$ cat src/rtl/wdog_pkg.sv
package wdog_pkg;
    localparam logic [7:0] KEY_FIRST  = 8'h1E;
    localparam logic [7:0] KEY_SECOND = 8'hE1;
    localparam logic       ADDR_CTRL    = 1'b0;
    localparam logic       ADDR_RESTART = 1'b1;

    typedef enum logic {KEY_IDLE, KEY_ARMED} key_state_t;
    typedef enum logic {RUN_OFF, RUN_ON} run_state_t;
endpackage

$ cat src/rtl/wdog_key_fsm.sv
module wdog_key_fsm
    import wdog_pkg::*;
(
    input  logic       clk,
    input  logic       rst_n,
    input  logic       wr_i,
    input  logic [7:0] data_i,
    output logic       start_o,
    output logic       bad_o
);
    key_state_t state_q, state_d;

    always_comb begin
        state_d = state_q;
        if (wr_i) begin
            unique case (state_q)
                KEY_IDLE:  state_d = (data_i == KEY_FIRST) ? KEY_ARMED : KEY_IDLE;
                KEY_ARMED: state_d = KEY_IDLE;
                default:   state_d = KEY_IDLE;
            endcase
        end
    end

    always_ff @(posedge clk or negedge rst_n) begin
        if (!rst_n) state_q <= KEY_IDLE;
        else        state_q <= state_d;
    end

    always_comb begin
        start_o = 1'b0;
        bad_o   = 1'b0;
        if (wr_i) begin
            unique case (state_q)
                KEY_IDLE:  bad_o = (data_i != KEY_FIRST);
                KEY_ARMED: begin
                    start_o = (data_i == KEY_SECOND);
                    bad_o   = (data_i != KEY_SECOND);
                end
                default:   bad_o = 1'b1;
            endcase
        end
    end


    key_outcome_chk: assert property (@(posedge clk) disable iff (!rst_n)
        (start_o || bad_o) |-> wr_i && !(start_o && bad_o));
endmodule

$ cat src/rtl/wdog_counter.sv
module wdog_counter
    import wdog_pkg::*;
#(
    parameter int BASE_LOG2 = 14
) (
    input  logic       clk,
    input  logic       rst_n,
    input  logic       start_i,
    input  logic       bad_i,
    input  logic       freeze_i,
    input  logic [2:0] ps_i,
    output logic       run_o,
    output logic       event_o,
    output logic       rst_req_o
);
    localparam int CW = BASE_LOG2 + 8;

    run_state_t      run_q, run_d;
    logic [CW-1:0]   cnt_q, cnt_d;
    logic [CW-1:0]   last_cnt;
    logic            tick, expire;
    logic            req_q;

    assign last_cnt = ({{(CW-1){1'b0}}, 1'b1} << (BASE_LOG2 + int'(ps_i))) - 1'b1;
    assign tick     = (run_q == RUN_ON) && !freeze_i;
    assign expire   = tick && (cnt_q == last_cnt);
    assign event_o  = bad_i || expire;

    always_comb begin
        run_d = run_q;
        unique case (run_q)
            RUN_OFF: if (start_i && !bad_i) run_d = RUN_ON;
            RUN_ON:  if (bad_i || (expire && !start_i)) run_d = RUN_OFF;
            default: run_d = RUN_OFF;
        endcase
    end

    always_ff @(posedge clk or negedge rst_n) begin
        if (!rst_n) run_q <= RUN_OFF;
        else        run_q <= run_d;
    end

    always_comb begin
        cnt_d = cnt_q;
        if (bad_i || start_i || expire || run_q == RUN_OFF) cnt_d = '0;
        else if (tick) cnt_d = cnt_q + 1'b1;
    end

    always_ff @(posedge clk or negedge rst_n) begin
        if (!rst_n) begin
            cnt_q <= '0;
            req_q <= 1'b0;
        end else begin
            cnt_q <= cnt_d;
            req_q <= bad_i || (expire && !start_i);
        end
    end

    assign run_o     = (run_q == RUN_ON);
    assign rst_req_o = req_q;


    rst_single_chk: assert property (@(posedge clk) disable iff (!rst_n)
        req_q |=> !req_q);

    req_disables_chk: assert property (@(posedge clk) disable iff (!rst_n)
        req_q |-> run_q == RUN_OFF);

    start_clear_chk: assert property (@(posedge clk) disable iff (!rst_n)
        (start_i && !bad_i) |=> (run_q == RUN_ON && cnt_q == '0));

    freeze_hold_chk: assert property (@(posedge clk) disable iff (!rst_n)
        (run_q == RUN_ON && freeze_i && !start_i && !bad_i) |=> cnt_q == $past(cnt_q));
endmodule

$ cat src/rtl/wdog_ctrl_reg.sv
module wdog_ctrl_reg (
    input  logic       clk,
    input  logic       por_n,
    input  logic       rst_n,
    input  logic       wr_i,
    input  logic [2:0] ps_d_i,
    input  logic       frz_d_i,
    input  logic       ovf_keep_i,
    input  logic       set_ovf_i,
    output logic [2:0] ps_o,
    output logic       frz_o,
    output logic       ovf_o
);
    always_ff @(posedge clk or negedge rst_n) begin
        if (!rst_n) begin
            ps_o  <= 3'b000;
            frz_o <= 1'b0;
        end else if (wr_i) begin
            ps_o  <= ps_d_i;
            frz_o <= frz_d_i;
        end
    end

    always_ff @(posedge clk or negedge por_n) begin
        if (!por_n)              ovf_o <= 1'b0;
        else if (set_ovf_i)      ovf_o <= 1'b1;
        else if (wr_i && !ovf_keep_i) ovf_o <= 1'b0;
    end


    ovf_set_chk: assert property (@(posedge clk) disable iff (!por_n)
        set_ovf_i |=> ovf_o);
endmodule

$ cat src/rtl/wdog_seq.sv
module wdog_seq
    import wdog_pkg::*;
#(
    parameter int BASE_LOG2 = 14
) (
    input  logic       clk,
    input  logic       por_n,
    input  logic       rst_n,
    input  logic       idle_i,
    input  logic       bus_wr,
    input  logic       bus_addr,
    input  logic [7:0] bus_wdata,
    output logic [7:0] bus_rdata,
    output logic       wdt_rst_o
);
    logic       sys_rst_n;
    logic       key_wr, ctrl_wr;
    logic       key_start, key_bad;
    logic [2:0] ps;
    logic       frz, ovf, run, evt;

    assign sys_rst_n = rst_n && por_n;
    assign key_wr    = bus_wr && (bus_addr == ADDR_RESTART);
    assign ctrl_wr   = bus_wr && (bus_addr == ADDR_CTRL);

    wdog_key_fsm u_key (
        .clk     (clk),
        .rst_n   (sys_rst_n),
        .wr_i    (key_wr),
        .data_i  (bus_wdata),
        .start_o (key_start),
        .bad_o   (key_bad)
    );

    wdog_counter #(.BASE_LOG2(BASE_LOG2)) u_cnt (
        .clk       (clk),
        .rst_n     (sys_rst_n),
        .start_i   (key_start),
        .bad_i     (key_bad),
        .freeze_i  (frz && idle_i),
        .ps_i      (ps),
        .run_o     (run),
        .event_o   (evt),
        .rst_req_o (wdt_rst_o)
    );

    wdog_ctrl_reg u_ctrl (
        .clk        (clk),
        .por_n      (por_n),
        .rst_n      (sys_rst_n),
        .wr_i       (ctrl_wr),
        .ps_d_i     (bus_wdata[7:5]),
        .frz_d_i    (bus_wdata[4]),
        .ovf_keep_i (bus_wdata[1]),
        .set_ovf_i  (evt),
        .ps_o       (ps),
        .frz_o      (frz),
        .ovf_o      (ovf)
    );

    always_comb begin
        bus_rdata = 8'h00;
        if (bus_addr == ADDR_CTRL) bus_rdata = {ps, frz, 2'b00, ovf, run};
    end


    flag_on_req_chk: assert property (@(posedge clk) disable iff (!sys_rst_n)
        wdt_rst_o |-> ovf);

    bad_to_req_chk: assert property (@(posedge clk) disable iff (!sys_rst_n)
        key_bad |=> wdt_rst_o);
endmodule

$ cat config.mk
export PLATFORM = sky130hd
export DESIGN_NAME = wdog_seq
export DESIGN_NICKNAME = d
export VERILOG_FILES = /design/src/rtl/wdog_pkg.sv /design/src/rtl/wdog_key_fsm.sv /design/src/rtl/wdog_counter.sv /design/src/rtl/wdog_ctrl_reg.sv /design/src/rtl/wdog_seq.sv
export SDC_FILE = /design/constraint.sdc
export NUM_CORES = 1
export LEC_CHECK = 0
export CAP_MARGIN = 15
export CORE_AREA = 2 2 66 68
export CTS_BUF_LIST = sky130_fd_sc_hd__clkbuf_2 sky130_fd_sc_hd__clkbuf_4 sky130_fd_sc_hd__clkbuf_8
export DETAILED_ROUTE_END_ITERATION = 6
export DIE_AREA = 0 0 68 70
export DONT_BUFFER_PORTS = 1
export PLACE_DENSITY = 0.68
export SKIP_CTS_REPAIR_TIMING = 1
export SYNTH_ARGS = -nofsm -noshare
export SYNTH_HDL_FRONTEND = slang
export SYNTH_SLANG_ARGS = --single-unit
$ cat constraint.sdc
create_clock -name clk -period 4.6 [get_ports clk]
set_input_delay 0.23 -clock clk [delete_from_list [all_inputs] [get_ports clk]]
set_output_delay 0.23 -clock clk [all_outputs]
set_load 0.02 [all_outputs]
Yosys cells after proc, flatten, opt, wreduce, memory -nomap -nowiden
Cells that the tools add are included.

Bits in registers: 30. Input port bits: 14. Output and inout port bits: 9. Word-level logic and storage cells: 53.

Add/subtract/negate cells: 3. Equality and inequality tests: 5. Shift operators: 1. Multiplexer cells: 14. Bitwise gates (word level): 3. Reductions and logical operators: 20.

Operators by type and width (count): 2-to-1 mux 22 bit (2); << shifter 1 x 32 -> 22 bit, first input constant (1); adder 22 x 1 -> 22 bit, second input constant (1); equality test 22 bit (1); subtractor 22 x 1 -> 22 bit, second input constant (1); logical AND 1 bit (9); equality test 8 x 5 -> 1 bit, second input constant (1); equality test 8 bit, second input constant (1); 2-to-1 mux 1 bit (8); 2-to-1 mux 8 bit (1); inequality test 8 x 5 -> 1 bit, second input constant (1); inequality test 8 bit, second input constant (1); one-hot mux 1 bit (2 select lines) (3); adder 4 x 3 -> 5 bit, first input constant (1); logical OR 1 bit (5); zero test 1 bit (4); nonzero test 2 bit (2); inverter 1 bit (3).

Logic depth before layout (Yosys ltp)
Depth after elaboration: 9. Mapped depth: 9. Mapped depth without buffers: 7.

Hierarchy
Synthesis repeated with hierarchy kept, for this count alone.

Cells, all modules: 193. Area total of the unflattened synthesis: 1871.8 um^2.

Modules (own cells, without submodules): wdog_counter (instances 1, cells an instance 155, area each 1471.4 um^2, sequential area each 600.6 um^2); wdog_ctrl_reg (instances 1, cells an instance 11, area each 183.9 um^2, sequential area each 125.1 um^2); wdog_key_fsm (instances 1, cells an instance 14, area each 116.4 um^2, sequential area each 25.0 um^2); wdog_seq (instances 1, cells an instance 13, area each 100.1 um^2, sequential area each 0.0 um^2).

Worst setup path after synthesis
Ideal clock, no wire load.

Path kind: reg-to-reg. Start point: register u_ctrl.ps_o[1]. End point: register u_cnt.cnt_q[2]. Setup time: 0.141 ns. Data arrival time: 2.283 ns. Required time: 4.459 ns. Slack: 2.176 ns. Stages on the path, launching flop included: 10. Path buffers: 2. Clock period less this slack: 2.424 ns. Cell sequence: dfrtp_1 inv_1 ha_1 buf_6 nor4b_1 xnor2_1 nand4_2 a2111oi_4 buf_6 nor3_2.

Longest elaborated chain between the ends: 8. Elaborated cells between the ends (all ways): 9. Classes of those cells: 2 x add/sub; 1 x eq/ne; 1 x shift; 1 x mux; 4 x reduce/logical.

RTL lines: start, declared (line wdog_ctrl_reg.sv:10) `output logic [2:0] ps_o,`; start signal, assigned (line wdog_ctrl_reg.sv:19) `ps_o <= ps_d_i;`; adder 4 x 3 -> 5 bit * (line wdog_counter.sv:24) `assign last_cnt = ({{(CW-1){1'b0}}, 1'b1} << (BASE_LOG2 + int'(ps_i))) - 1'b1;`; << shifter 1 x 32 -> 22 bit * (line wdog_counter.sv:24); subtractor 22 x 1 -> 22 bit * (line wdog_counter.sv:24); equality test 22 bit * (line wdog_counter.sv:26) `assign expire = tick && (cnt_q == last_cnt);`; logical AND 1 bit * (line wdog_counter.sv:26); logical OR 1 bit * (2 in a row) (line wdog_counter.sv:45) `if (bad_i || start_i || expire || run_q == RUN_OFF) cnt_d = '0;`; 2-to-1 mux 22 bit / nonzero test 2 bit (equally long branches); end signal, assigned (line wdog_counter.sv:54) `cnt_q <= cnt_d;`; end, declared (line wdog_counter.sv:19) `logic [CW-1:0] cnt_q, cnt_d;`.

Every way passes the cells marked *; elsewhere a longest branch is shown, timed or not. A chain may end at the register's enable or synchronous reset.

Worst setup path after layout
Start point: register u_ctrl.ps_o[1]. End point: register u_ctrl.ovf_o.

Longest elaborated chain between the ends: 7. Elaborated cells between the ends (all ways): 8. Classes of those cells: 2 x add/sub; 1 x eq/ne; 1 x shift; 1 x mux; 3 x reduce/logical.

RTL lines: adder 4 x 3 -> 5 bit * (line wdog_counter.sv:24); << shifter 1 x 32 -> 22 bit * (line wdog_counter.sv:24); subtractor 22 x 1 -> 22 bit * (line wdog_counter.sv:24); equality test 22 bit * (line wdog_counter.sv:26); logical AND 1 bit * (line wdog_counter.sv:26); logical OR 1 bit * (line wdog_counter.sv:27) `assign event_o = bad_i || expire;`; 2-to-1 mux 1 bit / nonzero test 2 bit (equally long branches); end signal, assigned (line wdog_ctrl_reg.sv:25) `if (!por_n) ovf_o <= 1'b0;`; end signal, assigned (line wdog_ctrl_reg.sv:26) `else if (set_ovf_i) ovf_o <= 1'b1;`; end signal, assigned (line wdog_ctrl_reg.sv:27) `else if (wr_i && !ovf_keep_i) ovf_o <= 1'b0;`; end, declared (line wdog_ctrl_reg.sv:12) `output logic ovf_o`.

Marks and branches as above.

==> key figures <==
Status
  • Status: completed

Clocking
  • Worst skew pair latency: 0.28 ns
  • Max Root-Sink Buffers: 2
  • Clock Sinks: 30
  • TritonCTS clock tree: done
  • Root buffer cell: clkbuf_8
  • CTS H-Tree Depth: 2
  • CTS buffer count: 5
  • Clock-pin slew on the worst setup and hold paths: 0.06 ns

Detailed routing
  • Vias per cell: 5.873
  • DRC: 0
  • ANT nets after route: 0
  • DR WL/cell: 16.66 um
  • Drt total wl: 4.315 mm
  • First-pass DRT Iterations: 4
  • Initial DRC Count: 37
  • Via count: 1521

Power and ir drop
  • Peak VDD IR: 0.2370 mV
  • Pwr/cell area: 280.8 nW/um^2
  • Leak: 0.8206 nW

Setup path
  • CP arrival: 2.94 ns
  • CP top delay family: buffers and inverters
  • Crit path largest cell delay: 0.51 ns
  • Worst EP required: 4.81 ns
  • R2r worst-path depth: 8
  • Crit start category: flip-flop
  • Bufs and invs on worst path: 2
  • Slowest cell on crit path: dfrtp_1
  • WS Path Type: reg -> reg
  • Crit path cell chain: inv_1 > ha_1 > nor3b_1 > mux2i_1 > xnor2_1 > a2111oi_4 > buf_4 > o21bai_1
  • Setup crit end kind: flip-flop
  • Worst path depth: 8
  • Critical path peak fanout: 23

Yosys
  • Avg Cell Area, Syn: 10.29 um^2
  • Seq/Total Area, Yosys: 35.76%
  • Synth top area share: 35.76%
  • Synth Instances: 204
  • Dominant cell type by area after synthesis: dfrtp_1
  • Post-synth EDFFs: 0
  • Synth Cell Area: 2100 um^2
  • Post-synth top cells: 30 x dfrtp_1, 20 x nor3_2, 16 x xnor2_1, 11 x xor2_1
  • Yosys cell types: 49
  • Flops & latches, synth: 30
  • Ys async rst share: 100.0%
  • Synth top area cells: dfrtp_1 36%, nor3_2 9.5%, xnor2_1 6.7%, xor2_1 4.6%, ha_1 3.6%
  • Most numerous cell in the Yosys netlist: dfrtp_1
  • Top_reg_cell synth: dfrtp_1
  • Synth warn: 0

Finish
  • Fin util: 53.93%
  • Nets: 226
  • Area Overhead vs Synth: 6.436%
  • Antenna Diode Count: 0
  • Layout cell share with drive strength beyond 1: 20.29%

Job
  • Maxcap violations: 0

STA
  • Sum of negative setup slack: 0 ns
  • Final setup viols: 0
  • Hold Slack: 0.09166 ns
  • RSZ-0062 raised after global routing: false
  • Max-slew headroom: 56.52%
  • Tcrit/Tclk final: 59.24%
  • Actual slew at the worst max-slew pin: 0.6506 ns
  • Pins over their slew limit: 0
  • Max Freq: 367.0 MHz
  • Final Hold Vio Count: 0
  • Clk_skew: 0.001809 ns
  • Minimum clock period: 2.725 ns

GRT
  • Initial antenna violation count: 0
  • Largest net degree at the start of global routing: 24
  • Total global routing overflow: 0
  • First-pass GRT wire length: 7.465 mm
  • Vias in the first global route: 1560
  • Total Routing Usage GR: 20.88%

Min path
  • Hold Path Class: in -> reg
  • Hold Path Cell Cnt: 1

Floorplanning
  • Die Area: 4760 um^2
  • Io pins: 23
  • Row count: 24
  • Starting density of the core: 50.66%
  • Core area: 4144 um^2
  • Height of the die: 70 um
  • Die W: 68 um

Placement
  • IO buf count: 0
  • Routability-driven placement congestion ratio: 0.7995
  • Detail Placement HPWL: 3.121 mm
[per-stage QoR]
step | power, W | worst slack [ns] | instances | area (um^2)
after floorplan | 0.0003707 | 2.176 | 205 | 2103
after CTS | 0.0006297 | 1.856 | 256 | 2200
after detailed placement | 0.0003782 | 1.885 | 248 | 2090
final | 0.0006275 | 1.875 | 259 | 2235
after global routing | 0.0006529 | 1.665 | 259 | 2235
after global placement | 0.0003748 | 1.964 | 248 | 2090
[area by class of cell]
| type | instances | area (um^2) |
|---|---|---|
| Fill cell | 359 | 1909 |
| Multi-Input combinational cell | 160 | 1244 |
| Sequential cell | 30 | 750.7 |
| Clock buffer | 8 | 110.1 |
| Tap cell | 52 | 65.06 |
| Timing Repair Buffer | 5 | 50.05 |
| Inverter | 4 | 15.01 |
[sequential cells by signal (all words and copies together) (netlist names)]
signal           count
u_cnt.rst_req_o      1
u_ctrl.ovf_o         1
u_ctrl.frz_o         1
u_cnt.run_o          1
u_cnt.cnt_q         22
u_key.state_q        1
u_ctrl.ps_o          3
[routing by layer]
layer,vias up,share of wire [%],global-route usage [%],wire length [um]
met2,19,50,33.23,2167
met5,-,0,0,0
met1,756,45,26.83,1960
li1,738,-,-,-
met3,8,2.5,4.670,110
met4,0,1.8,8.889,77
[cells by family (layout without fill, tap and decap cells)]
group	after synthesis	count (layout)	share of synthesized area, %
AND/OR/NAND/NOR	103	103	33.97
buffers and inverters	15	17	5.184
adder cells (fa/ha/maj)	6	6	3.576
multiplexers	7	7	3.576
other	1	2	0.1786
XOR/XNOR	27	27	11.26
flip-flops	30	30	35.76
AO/OA/AOI/OAI	15	15	6.496
[cells in the final DEF, fill, tap and decap left out, types with 2 or more instances in the layout]
cell           Yosys  final
dfrtp_1           30     30
nor3_2            20     20
xnor2_1           16     16
xor2_1            11     11
nand3_1           10     10
nand4_1           10     10
nand2_1            9      9
nor3_1             9      9
clkbuf_8           0      8
nor2_1             7      7
nor2b_1            6      6
nand2b_1           6      6
ha_1               6      6
and4_1             5      5
inv_1              4      4
and3_1             4      4
mux2_2             4      4
nor4b_1            3      3
mux2i_1            3      3
nand4b_1           2      2
a31oi_1            2      2
nor3b_1            2      2
a21oi_1            2      2
nor4_1             2      2
conb_1             1      2
dlygate4sd3_1      0      2
buf_4              3      2
[power breakdown]
part | switching (W) | internal, W | total, W | leakage, nW
registers | 0.0000109 | 0.000271 | 0.000282 | 0.406
clock network | 0.000101 | 0.000151 | 0.000252 | 0.0575
logic | 0.0000550 | 0.0000387 | 0.0000937 | 0.357
total | 0.000167 | 0.000460 | 0.000628 | 0.821
[path summary, 6_finish.rpt]
check / start / endpoint / slack [ns]
min in group asynchronous: por_n / u_ctrl.ovf_o / 0.16
worst max register to register: u_ctrl.ps_o[1] / u_ctrl.ovf_o / 1.88
worst min-delay path: bus_wdata[5] / u_ctrl.ps_o[0] / 0.09
worst min register to register: u_key.state_q / u_key.state_q / 0.51
max in group asynchronous: por_n / u_cnt.cnt_q[14] / 3.48
worst max-delay path: u_ctrl.ps_o[1] / u_ctrl.ovf_o / 1.88
(Power assumes the default switching activity.)
